**config.mk**
```make
export PLATFORM = sky130hd
export DESIGN_NAME = prio_field
export DESIGN_NICKNAME = d
export VERILOG_FILES = /design/src/rtl/fld_pkg.sv /design/src/rtl/fld_bus_slice.sv /design/src/rtl/fld_sw_group.sv /design/src/rtl/fld_hw_group.sv /design/src/rtl/fld_strobes.sv /design/src/rtl/prio_field.sv
export SDC_FILE = /design/constraint.sdc
export NUM_CORES = 1
export LEC_CHECK = 0
export ABC_AREA = 1
export BUFFER_PORTS_ARGS = -buffer_cell sky130_fd_sc_hd__buf_2
export CAP_MARGIN = 10
export CORE_MARGIN = 2
export CORE_UTILIZATION = 42
export DETAILED_ROUTE_END_ITERATION = 16
export GPL_TIMING_DRIVEN = 0
export PLACE_DENSITY = 0.95
export SLEW_MARGIN = 20
export SYNTH_ARGS = -nofsm -noshare
export SYNTH_HDL_FRONTEND = slang
export SYNTH_HIERARCHICAL = 1
export SYNTH_SLANG_ARGS = --single-unit
```
**constraint.sdc**
```tcl
create_clock -name clk -period 2.1 [get_ports clk]
set_clock_uncertainty 0.05 [all_clocks]
set_input_delay 0.21 -clock clk [delete_from_list [all_inputs] [get_ports clk]]
set_output_delay 0.21 -clock clk [all_outputs]
set_load 0.02 [all_outputs]
```
**src/rtl/fld_pkg.sv**
```systemverilog
package fld_pkg;

    // Software write rule applied to enabled bits
    typedef enum logic [3:0] {
        WK_NONE,
        WK_PLAIN,
        WK_SET,
        WK_CLR,
        WK_W0T,
        WK_W0C,
        WK_W0S,
        WK_W1T,
        WK_W1C,
        WK_W1S
    } fld_wr_e;

    // Side effect of a software read
    typedef enum logic [1:0] {
        RK_NONE,
        RK_CLR,
        RK_SET
    } fld_rd_e;

    // Qualification of the hardware data write
    typedef enum logic [1:0] {
        HE_NONE,
        HE_WE,
        HE_WEL,
        HE_ALWAYS
    } fld_hwen_e;

    // Rule source selected for the next value
    typedef enum logic [2:0] {
        SRC_HOLD,
        SRC_RDFX,
        SRC_WRITE,
        SRC_PULSE,
        SRC_HSET,
        SRC_HCLR,
        SRC_HWR
    } upd_src_e;

endpackage

```
**src/rtl/fld_bus_slice.sv**
```systemverilog
module fld_bus_slice #(
    parameter int DATA_W  = 16,
    parameter int FLD_W   = 4,
    parameter int FLD_LSB = 3,
    parameter bit BIT_REV = 1'b0
) (
    input  logic [DATA_W-1:0] wr_data,
    input  logic [DATA_W-1:0] wr_biten,
    output logic [FLD_W-1:0]  fld_d,
    output logic [FLD_W-1:0]  fld_b
);
    localparam int TOP_IDX = FLD_LSB + FLD_W - 1;

    // Bits outside the slice are intentionally not consumed
    logic unused_bus;
    assign unused_bus = ^{wr_data, wr_biten};

    generate
        if (BIT_REV) begin : g_rev
            for (genvar i = 0; i < FLD_W; i++) begin : g_bit
                assign fld_d[i] = wr_data[DATA_W-1-(FLD_LSB+i)];
                assign fld_b[i] = wr_biten[DATA_W-1-(FLD_LSB+i)];
            end
        end else begin : g_fwd
            assign fld_d = wr_data[TOP_IDX:FLD_LSB];
            assign fld_b = wr_biten[TOP_IDX:FLD_LSB];
        end
    endgenerate
endmodule

```
**src/rtl/fld_sw_group.sv**
```systemverilog
module fld_sw_group
    import fld_pkg::*;
#(
    parameter int      FLD_W   = 4,
    parameter fld_wr_e WR_KIND = WK_PLAIN,
    parameter fld_rd_e RD_KIND = RK_CLR,
    parameter bit      PULSE   = 1'b0
) (
    input  logic             req_hit,
    input  logic             req_is_wr,
    input  logic [FLD_W-1:0] cur_q,
    input  logic [FLD_W-1:0] fld_d,
    input  logic [FLD_W-1:0] fld_b,
    output logic             sw_act,
    output upd_src_e         sw_src,
    output logic [FLD_W-1:0] sw_val
);
    localparam bit HAS_RD = (RD_KIND != RK_NONE);
    localparam bit HAS_WR = (WR_KIND != WK_NONE);

    logic             rd_fx;
    logic             wr_on;
    logic             pulse_on;
    logic [FLD_W-1:0] wr_res;

    assign rd_fx    = HAS_RD && req_hit && !req_is_wr;
    assign wr_on    = HAS_WR && req_hit && req_is_wr;
    assign pulse_on = PULSE && (|cur_q);

    // Per-bit write rule, masked by bit enables
    always_comb begin
        wr_res = cur_q;
        unique case (WR_KIND)
            WK_PLAIN: wr_res = (cur_q & ~fld_b) | (fld_d & fld_b);
            WK_SET:   wr_res = cur_q | fld_b;
            WK_CLR:   wr_res = cur_q & ~fld_b;
            WK_W1S:   wr_res = cur_q | (fld_d & fld_b);
            WK_W1C:   wr_res = cur_q & ~(fld_d & fld_b);
            WK_W1T:   wr_res = cur_q ^ (fld_d & fld_b);
            WK_W0S:   wr_res = cur_q | (~fld_d & fld_b);
            WK_W0C:   wr_res = cur_q & ~(~fld_d & fld_b);
            WK_W0T:   wr_res = cur_q ^ (~fld_d & fld_b);
            default:  wr_res = cur_q;
        endcase
    end

    // Fixed order: read effect, write rule, pulse
    always_comb begin
        if (rd_fx)         sw_src = SRC_RDFX;
        else if (wr_on)    sw_src = SRC_WRITE;
        else if (pulse_on) sw_src = SRC_PULSE;
        else               sw_src = SRC_HOLD;
    end

    assign sw_act = (sw_src != SRC_HOLD);

    always_comb begin
        unique case (sw_src)
            SRC_RDFX:  sw_val = (RD_KIND == RK_SET) ? '1 : '0;
            SRC_WRITE: sw_val = wr_res;
            SRC_PULSE: sw_val = '0;
            default:   sw_val = cur_q;
        endcase
    end
endmodule

```
**src/rtl/fld_hw_group.sv**
```systemverilog
module fld_hw_group
    import fld_pkg::*;
#(
    parameter int        FLD_W = 4,
    parameter fld_hwen_e HW_EN = HE_WE
) (
    input  logic             hw_set,
    input  logic             hw_clr,
    input  logic             hw_we,
    input  logic             hw_wel,
    input  logic [FLD_W-1:0] hw_next,
    input  logic [FLD_W-1:0] cur_q,
    output logic             hw_act,
    output upd_src_e         hw_src,
    output logic [FLD_W-1:0] hw_val
);
    logic hwr_on;

    always_comb begin
        unique case (HW_EN)
            HE_WE:     hwr_on = hw_we;
            HE_WEL:    hwr_on = !hw_wel;
            HE_ALWAYS: hwr_on = 1'b1;
            default:   hwr_on = 1'b0;
        endcase
    end

    // Fixed order: set, clear, data write
    always_comb begin
        if (hw_set)      hw_src = SRC_HSET;
        else if (hw_clr) hw_src = SRC_HCLR;
        else if (hwr_on) hw_src = SRC_HWR;
        else             hw_src = SRC_HOLD;
    end

    assign hw_act = (hw_src != SRC_HOLD);

    always_comb begin
        unique case (hw_src)
            SRC_HSET: hw_val = '1;
            SRC_HCLR: hw_val = '0;
            SRC_HWR:  hw_val = hw_next;
            default:  hw_val = cur_q;
        endcase
    end
endmodule

```
**src/rtl/fld_strobes.sv**
```systemverilog
module fld_strobes
    import fld_pkg::*;
#(
    parameter int      FLD_W   = 4,
    parameter fld_wr_e WR_KIND = WK_PLAIN,
    parameter fld_rd_e RD_KIND = RK_CLR
) (
    input  logic             req_hit,
    input  logic             req_is_wr,
    input  logic [FLD_W-1:0] fld_b,
    output logic             acc_stb,
    output logic             rd_acc_stb,
    output logic             wr_acc_stb,
    output logic             mod_stb
);
    localparam bit RD_MOD = (RD_KIND != RK_NONE);
    localparam bit WR_MOD = (WR_KIND != WK_NONE);

    assign acc_stb    = req_hit;
    assign rd_acc_stb = req_hit && !req_is_wr;
    assign wr_acc_stb = req_hit && req_is_wr;

    generate
        if (!RD_MOD && !WR_MOD) begin : g_nomod
            logic unused_b;
            assign unused_b = ^fld_b;
            assign mod_stb  = 1'b0;
        end else begin : g_mod
            assign mod_stb = (RD_MOD && rd_acc_stb) ||
                             (WR_MOD && wr_acc_stb && (|fld_b));
        end
    endgenerate
endmodule

```
**src/rtl/prio_field.sv**
```systemverilog
module prio_field
    import fld_pkg::*;
#(
    parameter int              DATA_W   = 16,
    parameter int              FLD_W    = 4,
    parameter int              FLD_LSB  = 3,
    parameter bit              BIT_REV  = 1'b0,
    parameter fld_wr_e         WR_KIND  = WK_PLAIN,
    parameter fld_rd_e         RD_KIND  = RK_CLR,
    parameter bit              PULSE    = 1'b0,
    parameter fld_hwen_e       HW_EN    = HE_WE,
    parameter bit              SW_FIRST = 1'b1,
    parameter logic [FLD_W-1:0] RST_VAL = '0
) (
    input  logic              clk,
    input  logic              rst_n,
    input  logic              req_hit,
    input  logic              req_is_wr,
    input  logic [DATA_W-1:0] wr_data,
    input  logic [DATA_W-1:0] wr_biten,
    input  logic [FLD_W-1:0]  hw_next,
    input  logic              hw_we,
    input  logic              hw_wel,
    input  logic              hw_set,
    input  logic              hw_clr,
    output logic [FLD_W-1:0]  fld_q,
    output logic              acc_stb,
    output logic              rd_acc_stb,
    output logic              wr_acc_stb,
    output logic              mod_stb
);
    logic [FLD_W-1:0] fld_d;
    logic [FLD_W-1:0] fld_b;
    logic             sw_act;
    logic             hw_act;
    upd_src_e         sw_src;
    upd_src_e         hw_src;
    upd_src_e         win_src;
    logic [FLD_W-1:0] sw_val;
    logic [FLD_W-1:0] hw_val;
    logic [FLD_W-1:0] nxt_q;

    fld_bus_slice #(
        .DATA_W (DATA_W),
        .FLD_W  (FLD_W),
        .FLD_LSB(FLD_LSB),
        .BIT_REV(BIT_REV)
    ) u_slice (
        .wr_data (wr_data),
        .wr_biten(wr_biten),
        .fld_d   (fld_d),
        .fld_b   (fld_b)
    );

    fld_sw_group #(
        .FLD_W  (FLD_W),
        .WR_KIND(WR_KIND),
        .RD_KIND(RD_KIND),
        .PULSE  (PULSE)
    ) u_sw (
        .req_hit  (req_hit),
        .req_is_wr(req_is_wr),
        .cur_q    (fld_q),
        .fld_d    (fld_d),
        .fld_b    (fld_b),
        .sw_act   (sw_act),
        .sw_src   (sw_src),
        .sw_val   (sw_val)
    );

    fld_hw_group #(
        .FLD_W(FLD_W),
        .HW_EN(HW_EN)
    ) u_hw (
        .hw_set (hw_set),
        .hw_clr (hw_clr),
        .hw_we  (hw_we),
        .hw_wel (hw_wel),
        .hw_next(hw_next),
        .cur_q  (fld_q),
        .hw_act (hw_act),
        .hw_src (hw_src),
        .hw_val (hw_val)
    );

    fld_strobes #(
        .FLD_W  (FLD_W),
        .WR_KIND(WR_KIND),
        .RD_KIND(RD_KIND)
    ) u_stb (
        .req_hit   (req_hit),
        .req_is_wr (req_is_wr),
        .fld_b     (fld_b),
        .acc_stb   (acc_stb),
        .rd_acc_stb(rd_acc_stb),
        .wr_acc_stb(wr_acc_stb),
        .mod_stb   (mod_stb)
    );

    // Group arbitration by precedence
    always_comb begin
        if (SW_FIRST) win_src = sw_act ? sw_src : hw_src;
        else          win_src = hw_act ? hw_src : sw_src;
    end

    // Next value of the winning source
    always_comb begin
        unique case (win_src)
            SRC_RDFX, SRC_WRITE, SRC_PULSE: nxt_q = sw_val;
            SRC_HSET, SRC_HCLR, SRC_HWR:    nxt_q = hw_val;
            default:                        nxt_q = fld_q;
        endcase
    end

    // Field storage
    always_ff @(posedge clk) begin
        if (!rst_n) fld_q <= RST_VAL;
        else        fld_q <= nxt_q;
    end
endmodule

```
==> results.toml, run 1 <==
[placement]
port_buffers = 18
dp_hpwl_um = 1295
dp_slack_ns = 0.6358
gp_congestion = 0.9036

[clocking]
clock-sinks = 4
ctsHtreeMaxLevel = 1
cts_tree = "built"
cts_setup_buffers = 0
root_buffer = "clkbuf_4"
clock_path_buffers = 2
clk_pin_slew_ns = 0.04
postCtsHoldBufs = 0
clkLatencyLatePin_ns = 0.23
cts_resized = 0
cts_buffers = 3

[layout]
num-nets-final = 199
drive_gt1_frac = 0.3007
largest_reg_flops = 4
syn2layout_area_growth_pct = 19.34
top_register = "fld_q"
diodes = 0
reg_top3 = "fld_q (4)"

[sta]
fin_crit_ns = 1.221
finalSetupViolCount = 0
clock.fmax_mhz = 819.2
rsz0062_at_grt = "no"
setup_tns_ns = 0
fin_ws_ns = 0.8793
hold_violations = 0
finalCritPeriodShare = 0.5813
drv_slew = 0

[setup_path]
crit_path_start_kind = "input port"
cp_cell_sequence = "buf_2 -> clkbuf_1 -> inv_2 -> nand2_1 -> nand2_1 -> nand2_4 -> nand2_4 -> nand2_4 -> nand3_1 -> a21oi_1"
worst-path-buf-inv = 3
critPathKind = "input port to register"
critPathRequiredTime_ns = 2.21
critical-path-slowest-cell = "clkbuf_1"
critPathTopFamily = "buffers and inverters"
worstSetupEndpointType = "register"
cp_common_cell = "nand2_4"
cpPeakStageDelay_ns = 0.28
critPathMaxFanout = 8
arrival_ns = 1.33

[global_routing]
antenna_found_initial = 0
grt_pass1_wl_um = 2518
grt_overflow = 0
grt_pass1_vias = 675
grtUsageTotal = 0.1664
grt_start_max_net_pins = 9

[floorplan]
die-area_um2 = 1972
core.rowCount = 14
core_area_um2 = 1524
chipWidth_um = 44.41
pin_count = 52
die_y_um = 44.41
start_util = 0.4499

[pwr]
worst_ir_drop_vdd_uv = 373.0
p_per_area_nw_per_um2 = 424.6
power.leakage_nw = 0.5269

[flow_run]
drv_cap = 0

[routing]
dr.first_iter.drc_count = 10
drt-vias-per-instance = 4.639
wire_per_inst_um = 8.923
wirelength_um = 1508
vias = 784
drc_errors = 0
drt_pass1_iterations = 4
postRouteAntennaNets = 0

[synth]
syn-cell-area_um2 = 685.7
ys_warn_count = 6
synth_area_per_cell_um2 = 5.194
synth_nets = 176
netlist_instances = 132

[worst_hold_path]
hold_class = "input port to register"

[status]
status = "finished, final reports clean"
[final timing paths]
kind	startpoint	to	slack, ns	cells past startpoint
worst max register to register	fld_q[0]$_SDFFE_PN0P_	fld_q[0]$_SDFFE_PN0P_	1.04	6
worst max-delay path	req_hit	fld_q[0]$_SDFFE_PN0P_	0.88	10
worst min register to register	fld_q[3]$_SDFFE_PN0P_	fld_q[3]$_SDFFE_PN0P_	0.50	2
worst min-delay path	rst_n	fld_q[3]$_SDFFE_PN0P_	0.20	3
[routing by layer]
metal	global-route usage	part of all wire	up-vias
li1	-	-	430
met1	0.1877	0.44	335
met2	0.3147	0.52	19
met3	0.02449	0.046	0
met4	0.05455	0	0
met5	0	0	-
[power by group]
| part | internal [mW] | leakage (nW) | total [mW] | switching, mW |
|---|---|---|---|---|
| clock network | 0.0638 | 0.0138 | 0.0931 | 0.0293 |
| logic | 0.0642 | 0.480 | 0.158 | 0.0943 |
| registers | 0.0844 | 0.0331 | 0.0959 | 0.0114 |
[worst reg2reg max path, cell delays in order (launching register included)]
cell	delay [ns]
dfxtp_1	0.40
nand3_1	0.11
nand3_1	0.09
inv_1	0.04
nand3_1	0.08
nand3_1	0.09
a21oi_1	0.12
[area by class of cell]
cell class	count	area (um2)
fill	167	705.7
multi-input combinational	89	417.9
inverter	27	101.3
timing repair buffer	18	90.09
buffer	12	86.33
sequential	4	80.08
clock buffer	3	22.52
tap	16	20.02
[stage by stage]
stage,cells,cell area [um2],power (mW),hold slack (ns),utilization
2_1_floorplan,132,685.7,0.2117,0.3306,-
5_1_grt,169,818.3,0.3809,0.2273,0.5369
6_report,169,818.3,0.3474,0.2032,0.5369
3_5_place_dp,166,795.8,0.2557,0.4445,0.5222
4_1_cts,169,818.3,0.3534,0.1990,0.5369
3_3_place_gp,166,795.8,0.2497,0.4392,0.5222
[cell usage in the layout, fill, tap and decap left out, drive strengths merged]
cell type and count:
conb 1, dfxtp 4, nor2 6, buf 29
a21oi 4, nor3 1, nand2 52, clkbuf 4
inv 27, o21ai 1, nand3 24
(Power assumes the default switching activity.)
==> run 2: changes to the inputs <==
--- a/config.mk
+++ b/config.mk
@@ -5,14 +5,14 @@
 export SDC_FILE = /design/constraint.sdc
 export NUM_CORES = 1
 export LEC_CHECK = 0
-export ABC_AREA = 1
+export ABC_AREA = 0
 export BUFFER_PORTS_ARGS = -buffer_cell sky130_fd_sc_hd__buf_2
 export CAP_MARGIN = 10
 export CORE_MARGIN = 2
-export CORE_UTILIZATION = 42
+export CORE_UTILIZATION = 34
 export DETAILED_ROUTE_END_ITERATION = 16
 export GPL_TIMING_DRIVEN = 0
-export PLACE_DENSITY = 0.95
+export PLACE_DENSITY = 0.87
 export SLEW_MARGIN = 20
 export SYNTH_ARGS = -nofsm -noshare
 export SYNTH_HDL_FRONTEND = slang
==> constraint.sdc (replaced) <==
create_clock -name clk -period 1.1 [get_ports clk]
set_clock_uncertainty 0.05 [all_clocks]
set_input_delay 0.11 -clock clk [delete_from_list [all_inputs] [get_ports clk]]
set_output_delay 0.11 -clock clk [all_outputs]
set_load 0.02 [all_outputs]
==> run 2 against run 1 <==
  * The run now ends with negative setup slack left
  * Hold slack got worse by 0.10 ns
  * Clock power increased by 94%
  * Wire length is 9.0% higher
  * Sequential power grew 91%
  * Core utilization decreased by 3.8 points
  * Via count down 19%
  * Flip-flop and latch count stayed put
  * Global-route usage rose by 0.52 points
  * First-iteration DRC count up 10%
==> results.toml, run 2 <==
[synth]
netlist_instances = 76
synth_area_per_cell_um2 = 8.182
syn-cell-area_um2 = 621.8
synth_nets = 120
ys_warn_count = 6

[global_routing]
grt_pass1_vias = 635
grtUsageTotal = 0.1716
grt_overflow = 0
grt_start_max_net_pins = 11
grt_pass1_wl_um = 2601
antenna_found_initial = 0

[setup_path]
worst_r2r_startpoint = "fld_q[2]$_SDFFE_PN0P_"
arrival_ns = 1.33
r2r_cells = 4
rr_endpoint = "fld_q[2]$_SDFFE_PN0P_"
critPathKind = "input port to register"
crit_path_start_kind = "input port"
reg2reg_slack_ns = -0.09
worstSetupEndpointType = "register"
critPathMaxFanout = 5
critPathRequiredTime_ns = 1.17

[sta]
clock.fmax_mhz = 793.6
drv_slew = 0
finalSetupViolCount = 4
rsz0062_at_grt = "yes"
hold_violations = 0
holdWs_ns = 0.1032
fin_ws_ns = -0.1601
fin_crit_ns = 1.260
finalCritPeriodShare = 1.146

[layout]
num-nets-final = 146
largest_reg_flops = 4
fin_cells = 125
drive_gt1_frac = 0.5400
reg_top3 = "fld_q (4)"
syn2layout_area_growth_pct = 38.63
diodes = 0
mostFrequentLayoutCell = "buf_4"
final_cell_mix = "16 x buf_4, 15 x buf_2, 7 x mux2i_1"
top_register = "fld_q"
stdcell_area_um2 = 862.1
fill_cells = 160

[routing]
drt_pass1_iterations = 4
drc_errors = 0
drt-vias-per-instance = 5.104
wirelength_um = 1644
postRouteAntennaNets = 0
wire_per_inst_um = 13.15
dr.first_iter.drc_count = 11
vias = 638

[clocking]
cts_tree = "built"
cts_buffers = 3
postCtsHoldBufs = 0
clk_pin_slew_ns = 0.03
ctsHtreeMaxLevel = 1
clock_path_buffers = 2
clkLatencyLatePin_ns = 0.23
clock-sinks = 4
root_buffer = "clkbuf_4"

[floorplan]
core_area_um2 = 1727
start_util = 0.3601
pin_count = 52
die-area_um2 = 2187
core.rowCount = 15
die_y_um = 46.77
chipWidth_um = 46.77

[worst_hold_path]
hold_start = "rst_n"
holdPathStages = 3
hold_end = "fld_q[1]$_SDFFE_PN0P_"
hold_class = "input port to register"

[status]
failed_checks = "negative setup slack"
status = "complete, but fails checks"

[flow_run]
drv_cap = 0

[placement]
dp_cells = 118
gp_congestion = 0.6902
dp_slack_ns = -0.5365
place_area_um2 = 770.7
port_buffers = 17
dp_hpwl_um = 1260

[pwr]
p_per_area_nw_per_um2 = 804.1
finalPower_mw = 0.6932
worst_ir_drop_vdd_uv = 542.7
power.leakage_nw = 0.3770
run 2: power breakdown:
group	switching, mW	internal [mW]	leakage (nW)
Combinational	0.163	0.167	0.330
Sequential	0.0213	0.161	0.0334
Clock	0.0587	0.122	0.0138
Total	0.243	0.450	0.377
run 2: repair_timing:
| item | 4_1_cts | 5_1_grt |
|---|---|---|
| setup buffers | 4 | 0 |
| pin swaps | 4 | 2 |
| cloned | 0 | 0 |
| endpoints found under the setup margin | 4 | 4 |
| gates resized for setup | 6 | 4 |
run 2: worst max path at each step:
stage               startpoint                    end  slack, ns  cells after the start
global route             hw_we  fld_q[0]$_SDFFE_PN0P_      -0.19                      5
detailed placement      hw_set  fld_q[2]$_SDFFE_PN0P_      -0.54                      6
finish                   hw_we  fld_q[1]$_SDFFE_PN0P_      -0.16                      5
CTS                      hw_we  fld_q[1]$_SDFFE_PN0P_      -0.19                      5
floorplan                hw_we  fld_q[2]$_SDFFE_PN0P_      -0.31                      6
global placement        hw_set  fld_q[2]$_SDFFE_PN0P_      -0.44                      6
run 2: cell type report:
cell class | instances | area, um2 | share of cell area
inverters | 5 | 18.77 | 0.02177
flip-flops and latches | 4 | 80.08 | 0.09289
multi-input cells | 52 | 452.9 | 0.5254
well taps | 25 | 31.28 | 0.03628
plain buffers | 15 | 120.1 | 0.1393
clock buffers | 3 | 22.52 | 0.02612
repair buffers | 21 | 136.4 | 0.1582
run 2: through the flow:
step                      setup TNS [ns]  utilization
after global placement            -1.571       0.4464
after detailed placement          -1.775       0.4464
after global routing             -0.7411       0.4993
after CTS                        -0.7099       0.4891
after floorplan                  -0.9881            -
final                            -0.6231       0.4993
run 2: critical path, cell delays in order:
cell and delay [ns]:
buf_8 0.10, or3_4 0.40, o32ai_4 0.38, mux2i_1 0.25
a21oi_1 0.08
run 2: routing by layer:
layer | vias to the layer above | track usage | part of all wire
met2 | 26 | 0.3397 | 0.58
met3 | 4 | 0.06154 | 0.057
met5 | - | 0 | 0
met4 | 0 | 0.04444 | 0.016
li1 | 309 | - | -
met1 | 299 | 0.1647 | 0.35
==> run 3: changes to the inputs <==
--- a/config.mk
+++ b/config.mk
@@ -8,7 +8,6 @@
 export ABC_AREA = 0
 export BUFFER_PORTS_ARGS = -buffer_cell sky130_fd_sc_hd__buf_2
 export CAP_MARGIN = 10
-export CORE_MARGIN = 2
 export CORE_UTILIZATION = 34
 export DETAILED_ROUTE_END_ITERATION = 16
 export GPL_TIMING_DRIVEN = 0
==> run 3 against run 2 <==
  * The flow still finishes with violations (negative setup slack)
  * Sequential share of layout area shrank 0.26 points
  * Flip-flop and latch count is the same
  * Hold slack lost 0.0016 ns
  * Non-clock buffer count grew 4
  * Critical path type unchanged
  * Largest cell class unchanged
  * Highest routed layer is now met3
==> results.toml, run 3 (synthesis results as in run 2) <==
[clocking]
root_buffer = "clkbuf_4"
clkLatencyLatePin_ns = 0.23
ctsHtreeMaxLevel = 1
clock_path_buffers = 2
clk_pin_slew_ns = 0.04
clock-sinks = 4
cts_tree = "built"
cts_buffers = 3

[worst_hold_path]
hold_class = "input port to register"

[setup_path]
rr_endpoint = "fld_q[2]$_SDFFE_PN0P_"
crit_start = "hw_clr"
crit_path_start_kind = "input port"
critPathTopFamily = "simple AND/OR/NAND/NOR gates"
critPathKind = "input port to register"
reg2reg_slack_ns = -0.13
critPathMaxFanout = 6
r2r_cells = 4
crit_end = "fld_q[2]$_SDFFE_PN0P_"
cpPeakStageDelay_ns = 0.40
worstSetupEndpointType = "register"
worst-path-buf-inv = 1
worst_r2r_startpoint = "fld_q[2]$_SDFFE_PN0P_"
critPathRequiredTime_ns = 1.17
cp_cell_sequence = "buf_8 -> or3_4 -> nor2b_4 -> a32oi_4 -> nor3b_4 -> nor4b_2"
critical-path-slowest-cell = "or3_4"
worstSetupPathDepth = 6
arrival_ns = 1.35

[pwr]
finalPower_mw = 0.7020
p_per_area_nw_per_um2 = 791.4
worst_ir_drop_vdd_uv = 677.0
power.leakage_nw = 0.3941

[global_routing]
grt_overflow = 0
grt_start_max_net_pins = 11
grt_pass1_wl_um = 2401
grt_pass1_vias = 610
antenna_found_initial = 0
grtUsageTotal = 0.1667

[floorplan]
die_y_um = 44.77
core.rowCount = 15
start_util = 0.3601
die-area_um2 = 2004
core_area_um2 = 1727
pin_count = 52
chipWidth_um = 44.77

[routing]
drt-vias-per-instance = 4.853
wire_per_inst_um = 12.90
drc_errors = 0
vias = 626
dr.first_iter.drc_count = 12
wirelength_um = 1664
postRouteAntennaNets = 0
drt_pass1_iterations = 2

[sta]
clock.fmax_mhz = 778.1
fin_crit_ns = 1.285
finalCritPeriodShare = 1.168
fin_ws_ns = -0.1851
rsz0062_at_grt = "yes"
finalSetupViolCount = 4
drv_slew = 0
hold_violations = 0
setup_tns_ns = -0.6549

[placement]
dp_cells = 118
dp_hpwl_um = 1259
port_buffers = 17
gp_congestion = 0.7383

[status]
failed_checks = "negative setup slack"
status = "complete, but fails checks"

[layout]
diodes = 0
drive_gt1_frac = 0.5481
num-nets-final = 150
syn2layout_area_growth_pct = 42.66
reg_top3 = "fld_q (4)"
mostFrequentLayoutCell = "buf_4"
largest_reg_flops = 4
fin_cells = 129
top_register = "fld_q"
final_cell_mix = "20 x buf_4, 15 x buf_2, 7 x mux2i_1"

[flow_run]
drv_cap = 0
-- run 3: worst reg2reg max path, cell delays in order (launching register included) --
cell and delay (ns):
dfxtp_1 0.45, mux2i_1 0.12, o21bai_1 0.17, nor2_2 0.07
nor4b_2 0.28
-- run 3: worst min path at each step --
| stage | from | to | slack, ns | cells past startpoint |
|---|---|---|---|---|
| finish | rst_n | fld_q[3]$_SDFFE_PN0P_ | 0.10 | 3 |
| global route | rst_n | fld_q[3]$_SDFFE_PN0P_ | 0.11 | 3 |
| CTS | rst_n | fld_q[3]$_SDFFE_PN0P_ | 0.1 | 3 |
| detailed placement | rst_n | fld_q[3]$_SDFFE_PN0P_ | 0.34 | 3 |
| global placement | rst_n | fld_q[3]$_SDFFE_PN0P_ | 0.34 | 3 |
| floorplan | rst_n | fld_q[0]$_SDFFE_PN0P_ | 0.20 | 2 |
-- run 3: repair_timing --
item | in CTS | in global routing
hold buffers | 0 | 0
pin swaps | 6 | 4
gates resized for setup | 6 | 3
buffers inserted | 4 | 4
setup endpoints to repair | 4 | 4
-- run 3: power by group --
part           internal, mW  leakage (nW)  switching (mW)
Clock                 0.122        0.0138          0.0601
Combinational         0.172         0.347           0.165
Sequential            0.161        0.0334          0.0216
Total                 0.455         0.394           0.247
-- run 3: stage by stage --
step / area, um2 / setup WS (ns) / hold slack, ns / util
after floorplan: 654.4 / -0.3115 / 0.1984 / -
after global placement: 770.7 / -0.4382 / 0.3407 / 0.4464
after detailed placement: 770.7 / -0.5542 / 0.3447 / 0.4464
after CTS: 844.6 / -0.2132 / 0.09747 / 0.4891
after global routing: 887.1 / -0.2215 / 0.1073 / 0.5138
final: 887.1 / -0.1851 / 0.1015 / 0.5138
-- run 3: layout make-up --
type	instances	area, um2
inverter	5	18.77
clock buffer	3	22.52
sequential	4	80.08
fill	166	839.6
buffer	15	123.9
timing repair buffer	25	161.4
tap	25	31.28
multi-input combinational	52	449.2
-- run 3: routing by layer --
layer	GRT usage	vias up	wire, um
met5	0	-	0
met4	0.03030	0	0
met3	0.06000	0	48
met2	0.3353	13	975
met1	0.1610	300	641
li1	-	313	-
